<file path="src/rtl/osc_amp_timer_pkg.sv">
package osc_amp_timer_pkg;

  // Width of the counter needed for a given code shape.
  function automatic int unsigned cnt_width(input int unsigned mant_w,
                                            input int unsigned lsb_w,
                                            input int unsigned exp_w);
    return mant_w + lsb_w + (2 ** exp_w) - 1;
  endfunction

endpackage

</file>
<file path="src/rtl/oat_period_dec.sv">
module oat_period_dec #(
  parameter int unsigned MANT_W = 5,
  parameter int unsigned EXP_W  = 3,
  parameter int unsigned LSB_W  = 4,
  parameter int unsigned CNT_W  = 16
) (
  input  logic [MANT_W-1:0] mant_i,
  input  logic [EXP_W-1:0]  exp_i,
  output logic [CNT_W-1:0]  period_m1_o,
  output logic              enable_o
);

  localparam int unsigned BASE_W = MANT_W + LSB_W;

  logic [CNT_W-1:0] stage [EXP_W+1];

  assign stage[0] = CNT_W'({mant_i, {LSB_W{1'b1}}});

  // Barrel shifter, one stage per exponent bit.
  for (genvar i = 0; i < EXP_W; i++) begin : g_shift
    assign stage[i+1] = exp_i[i] ? (stage[i] << (2 ** i)) : stage[i];
  end

  assign period_m1_o = stage[EXP_W] - CNT_W'(1);
  assign enable_o    = (mant_i != '0) || (exp_i != '0);

endmodule

</file>
<file path="src/rtl/oat_cfg_track.sv">
module oat_cfg_track #(
  parameter int unsigned CFG_W = 8
) (
  input  logic             clk,
  input  logic             rst_n,
  input  logic [CFG_W-1:0] cfg_i,
  output logic             chg_o
);

  logic [CFG_W-1:0] cfg_q;
  logic [CFG_W-1:0] cfg_d;
  logic             cfg_en;

  always_comb begin
    cfg_en = (cfg_i != cfg_q);
    cfg_d  = cfg_i;
  end

  always_ff @(posedge clk or negedge rst_n) begin
    if (!rst_n) begin
      cfg_q <= '0;
    end else if (cfg_en) begin
      cfg_q <= cfg_d;
    end
  end

  assign chg_o = cfg_en;

endmodule

</file>
<file path="src/rtl/oat_down_cnt.sv">
module oat_down_cnt #(
  parameter int unsigned CNT_W = 16
) (
  input  logic             clk,
  input  logic             rst_n,
  input  logic             en_i,
  input  logic             load_i,
  input  logic [CNT_W-1:0] period_m1_i,
  output logic             expire_o
);

  logic [CNT_W-1:0] cnt_q;
  logic [CNT_W-1:0] cnt_d;
  logic             cnt_en;
  logic             expire;

  always_comb begin
    cnt_en = 1'b0;
    cnt_d  = cnt_q;
    expire = 1'b0;
    if (en_i) begin
      cnt_en = 1'b1;
      if (load_i) begin
        cnt_d = period_m1_i;
      end else if (cnt_q == '0) begin
        cnt_d  = period_m1_i;
        expire = 1'b1;
      end else begin
        cnt_d = cnt_q - CNT_W'(1);
      end
    end
  end

  always_ff @(posedge clk or negedge rst_n) begin
    if (!rst_n) begin
      cnt_q <= '0;
    end else if (cnt_en) begin
      cnt_q <= cnt_d;
    end
  end

  assign expire_o = expire;

endmodule

</file>
<file path="src/rtl/oat_req_ctl.sv">
module oat_req_ctl (
  input  logic clk,
  input  logic rst_n,
  input  logic en_i,
  input  logic expire_i,
  input  logic pwrdn_i,
  input  logic recharge_i,
  output logic pend_o,
  output logic req_o
);

  logic pend_q, pend_d;
  logic req_q, req_d;
  logic issue_pend;

  always_comb begin
    issue_pend = pend_q && (!pwrdn_i || recharge_i);
    req_d      = en_i && (issue_pend || (expire_i && !pwrdn_i));
    pend_d     = en_i && ((pend_q && !issue_pend) || (expire_i && pwrdn_i));
  end

  always_ff @(posedge clk or negedge rst_n) begin
    if (!rst_n) begin
      pend_q <= 1'b0;
      req_q  <= 1'b0;
    end else begin
      pend_q <= pend_d;
      req_q  <= req_d;
    end
  end

  assign pend_o = pend_q;
  assign req_o  = req_q;

endmodule

</file>
<file path="src/rtl/osc_amp_timer.sv">
module osc_amp_timer #(
  parameter int unsigned MANT_W = 5,
  parameter int unsigned EXP_W  = 3,
  parameter int unsigned LSB_W  = 4
) (
  input  logic              clk,
  input  logic              rst_n,
  input  logic [MANT_W-1:0] per_mant_i,
  input  logic [EXP_W-1:0]  per_exp_i,
  input  logic              pwrdn_i,
  input  logic              recharge_i,
  output logic              comp_req_o
);

  localparam int unsigned CNT_W = osc_amp_timer_pkg::cnt_width(MANT_W, LSB_W, EXP_W);
  localparam int unsigned CFG_W = MANT_W + EXP_W;

  // Asynchronous assert, synchronous release.
  logic [1:0] rst_sync_q;
  logic       rst_int_n;

  always_ff @(posedge clk or negedge rst_n) begin
    if (!rst_n) begin
      rst_sync_q <= 2'b00;
    end else begin
      rst_sync_q <= {rst_sync_q[0], 1'b1};
    end
  end

  assign rst_int_n = rst_sync_q[1];

  logic [CNT_W-1:0] period_m1;
  logic             tmr_en;
  logic             cfg_chg;
  logic             expire;
  logic             pend;

  oat_period_dec #(
    .MANT_W(MANT_W), .EXP_W(EXP_W), .LSB_W(LSB_W), .CNT_W(CNT_W)
  ) u_dec (
    .mant_i      (per_mant_i),
    .exp_i       (per_exp_i),
    .period_m1_o (period_m1),
    .enable_o    (tmr_en)
  );

  oat_cfg_track #(.CFG_W(CFG_W)) u_cfg (
    .clk   (clk),
    .rst_n (rst_int_n),
    .cfg_i ({per_mant_i, per_exp_i}),
    .chg_o (cfg_chg)
  );

  oat_down_cnt #(.CNT_W(CNT_W)) u_cnt (
    .clk         (clk),
    .rst_n       (rst_int_n),
    .en_i        (tmr_en),
    .load_i      (cfg_chg),
    .period_m1_i (period_m1),
    .expire_o    (expire)
  );

  oat_req_ctl u_req (
    .clk        (clk),
    .rst_n      (rst_int_n),
    .en_i       (tmr_en),
    .expire_i   (expire),
    .pwrdn_i    (pwrdn_i),
    .recharge_i (recharge_i),
    .pend_o     (pend),
    .req_o      (comp_req_o)
  );

endmodule

</file>
<file path="config.mk">
export PLATFORM = sky130hd
export DESIGN_NAME = osc_amp_timer
export DESIGN_NICKNAME = d
export VERILOG_FILES = /design/src/rtl/osc_amp_timer_pkg.sv /design/src/rtl/oat_period_dec.sv /design/src/rtl/oat_cfg_track.sv /design/src/rtl/oat_down_cnt.sv /design/src/rtl/oat_req_ctl.sv /design/src/rtl/osc_amp_timer.sv
export SDC_FILE = /design/constraint.sdc
export NUM_CORES = 1
export LEC_CHECK = 0
export ABC_CLOCK_PERIOD_IN_PS = 1300
export BUFFER_PORTS_ARGS = -buffer_cell sky130_fd_sc_hd__buf_2
export CAP_MARGIN = 30
export CORE_ASPECT_RATIO = 0.8
export CORE_MARGIN = 2
export CORE_UTILIZATION = 47
export DETAILED_ROUTE_END_ITERATION = 10
export GPL_TIMING_DRIVEN = 0
export PLACE_DENSITY = 0.76
export SYNTH_ARGS = -nofsm -noshare
export SYNTH_HDL_FRONTEND = slang
export SYNTH_SLANG_ARGS = --single-unit
</file>
<file path="constraint.sdc">
create_clock -name clk -period 1.3 [get_ports clk]
set_clock_uncertainty 0.15 [all_clocks]
set_input_delay 0.195 -clock clk [delete_from_list [all_inputs] [get_ports clk]]
set_output_delay 0.195 -clock clk [all_outputs]
set_load 0.05 [all_outputs]
</file>
==> results.md <==
* Clock transition at path regs at 0.09 ns
* Fillers at 346
* Synth-to-layout area growth at 19.5%
* Synth Flop Type: dfrtp_1
* Slowest stage delay, CP at 0.41 ns
* Final instance area at 0.00225 mm^2
* Kind of end point of the critical path: flip-flop
* GRT overflow at 0
* Final Slew Violations at 0
* Share of layout cells above drive strength 1 at 25.5%
* Worst vdd ir at 605 uV
* ANT nets after route at 0
* Initial antenna violation count at 0
* Die Height at 60.7 um
* Post-DP HPWL at 3520 um
* RSZ-0062 raised after global routing: yes
* Core Area at 0.00383 mm^2
* Minimum clock period at 2.18 ns
* WL/cell at 16.8 um
* Clock Latency Late Sink at 0.27 ns
* Netlist cell types at 53
* I/O pin count at 13
* Largest net degree at the start of global routing at 19
* Finished Layout Cells at 290
* Static Leak at 0.000926 uW
* Final setup margin at -0.876 ns
* Vias in the first global route at 1654
* Pre-CTS setup slack at -0.952 ns
* YS warnings at 0
* GP Congestion at 0.923
* Cell Area, Synth at 0.00189 mm^2
* Final Setup Violations at 18
* Violated checks: negative setup slack
* Max frequency at 460 MHz
* Cell Rows at 20
* Synth Net Count at 227
* Root buffer cell: clkbuf_8
* Status: finished, violations left
* Total Routing Usage GR at 24.4%
* Worst EP required at 1.31 ns
* Ranking of synthesized cells by area: dfrtp_1 37%, clkbuf_1 4.2%, xnor2_1 3.7%
* Vias at 1762
* Slew @ Worst Pin at 0.507 ns
* Post-DP Area at 0.00206 mm^2
* Cells after Synth at 213
* Worst Path Arrival at 2.19 ns
* Seq/Total Area, Yosys at 37.1%
* Max Root-Sink Buffers at 2
* Final worst-path cycle share at 167%
* Worst hold path class: input pin to flip-flop
* Crit-path max FO at 6
* Initial cell density of the core at 49.3%
* H-tree lvl count at 1
* #FFs+latches synth at 28
* Hold WS at 0.0405 ns
* Synth cell count leaders: 28 x dfrtp_1, 21 x clkbuf_1, 13 x nand2_1
* PortBufs at 7
* Nets at 251
* CTS Buf Count at 3
* Critical-path top delay cell: dfrtp_1
* Worst-path cell chain: nor4_4 > and4b_1 > nand3_2 > buf_6 > a31o_2 > a221o_1
* Worst relative slew slack at 66.2%
* Count leader, synth: dfrtp_1
* Fraction of registers with async set or reset after synthesis at 100%
* Pwr dens at 779 mW/mm^2
* Max Cap Violations at 0
* Hold Vio Cnt, Final at 0
* TritonCTS clock tree: built
* DR top layer: met4
* DRT Wirelength at 4860 um
* Worst setup SP type: flip-flop
* Initial DRC Count at 160
* Die area at 0.00454 mm^2
* Synth top area share at 37.1%
* Area leader, netlist: dfrtp_1
* Post-route DRC at 0
* CP Class: flip-flop to flip-flop
* Synth Area per Inst at 8.86 um^2
* Die X at 74.8 um
* Wire length on met3 at 302 um
* Pre-antenna DRT Iters at 4
* Wire length on met1 at 2280 um
* N_diodes at 0
* CTS Sinks at 28
* Placed insts at 276
* First-pass GRT wire length at 8280 um
* Routed vias/inst at 6.08
* Wire length on met2 at 2220 um
* Post-synth EDFFs at 0
cell type report:
type,instances,area (um^2),share of cell area (%)
tap,55,68.8,3.05
clock buffer,3,41.3,1.83
multi-input combinational,149,1110,49.3
sequential,28,701,31.1
buffer,27,148,6.55
timing repair buffer,19,151,6.71
inverter,9,33.8,1.50
cells by family (layout without fill, tap and decap cells):
kind of cell | count (synthesis) | in the layout | share of synthesized area [%]
mux | 6 | 6 | 3.38
xor+xnor | 9 | 9 | 4.18
compound gates | 62 | 62 | 25.5
other cells | 1 | 1 | 0.199
simple gates | 69 | 69 | 20.3
flops | 28 | 28 | 37.1
buf+inv | 36 | 58 | 7.96
fa+ha+maj | 2 | 2 | 1.33
registers in the layout (all words and copies together) (netlist names):
register      flops
rst_sync_q        2
u_cfg.cfg_q       8
u_cnt.cnt_q      16
u_req.pend_o      1
u_req.req_o       1
timing repair:
item                       CTS  global route
hold buffers                 2             0
pin swaps                    4             7
setup buffers                4             3
setup endpoints to repair   18            18
hold endpoints to repair     4             0
gates resized for setup      8             9
gates cloned                 1             1
where the power goes:
part | internal [uW] | switching, uW | leakage [uW]
clock | 208 | 261 | 0.0000216
sequential | 920 | 59.3 | 0.000325
combinational | 141 | 168 | 0.000580
total | 1270 | 488 | 0.000926
through the flow:
| step | util [%] | total power (uW) | TNS, ns |
|---|---|---|---|
| detailed placement | 53.8 | 1280 | -14.96 |
| floorplan | - | 1190 | -11.15 |
| finish | 58.9 | 1760 | -13.25 |
| global route | 58.9 | 1880 | -14.90 |
| global placement | 53.1 | 1260 | -16.49 |
| CTS | 57.1 | 1760 | -13.59 |
final timing paths:
path / from / endpoint / slack, ns / cells after the start
setup / recovery: u_cnt.cnt_q[5]$_DFFE_PN0P_ / u_cnt.cnt_q[13]$_DFFE_PN0P_ / -0.88 / 6
hold / removal: recharge_i / u_req.req_o$_DFF_PN0_ / 0.04 / 3
setup reg to reg: u_cnt.cnt_q[5]$_DFFE_PN0P_ / u_cnt.cnt_q[13]$_DFFE_PN0P_ / -0.88 / 6
hold reg to reg: rst_sync_q[1]$_DFF_PN0_ / u_cfg.cfg_q[3]$_DFFE_PN0P_ / 0.05 / 0
max in group asynchronous: rst_sync_q[1]$_DFF_PN0_ / u_cnt.cnt_q[8]$_DFFE_PN0P_ / 0.49 / 1
min in group asynchronous: rst_sync_q[1]$_DFF_PN0_ / u_cfg.cfg_q[3]$_DFFE_PN0P_ / 0.05 / 0
cell usage in the layout (no fill, tap or decap), drive strengths merged, types with 5 or more instances in the layout:
| cell | n |
|---|---|
| a31o | 5 |
| inv | 9 |
| nor2 | 10 |
| a21oi | 9 |
| xnor2 | 8 |
| o221ai | 6 |
| nand3 | 9 |
| nor3 | 10 |
| o21ai | 5 |
| buf | 24 |
| nand2 | 13 |
| clkbuf | 23 |
| dfrtp | 28 |
| nand4 | 7 |
worst max-delay path, delay by kind of cell (launching register included):
| family | cells | cell delay [ns] |
|---|---|---|
| AOI/OAI and AO/OA | 2 | 0.52 |
| and+or+nand+nor | 3 | 0.80 |
| buffers and inverters | 1 | 0.18 |
| DFF | 1 | 0.41 |
routing by layer:
layer / global-route usage (%) / up-vias
li1: - / 845
met2: 36.7 / 56
met3: 4.65 / 10
met4: 4.08 / 0
met1: 37.1 / 851
met5: 0 / -
Note: power is estimated with default switching activity, not from simulation.
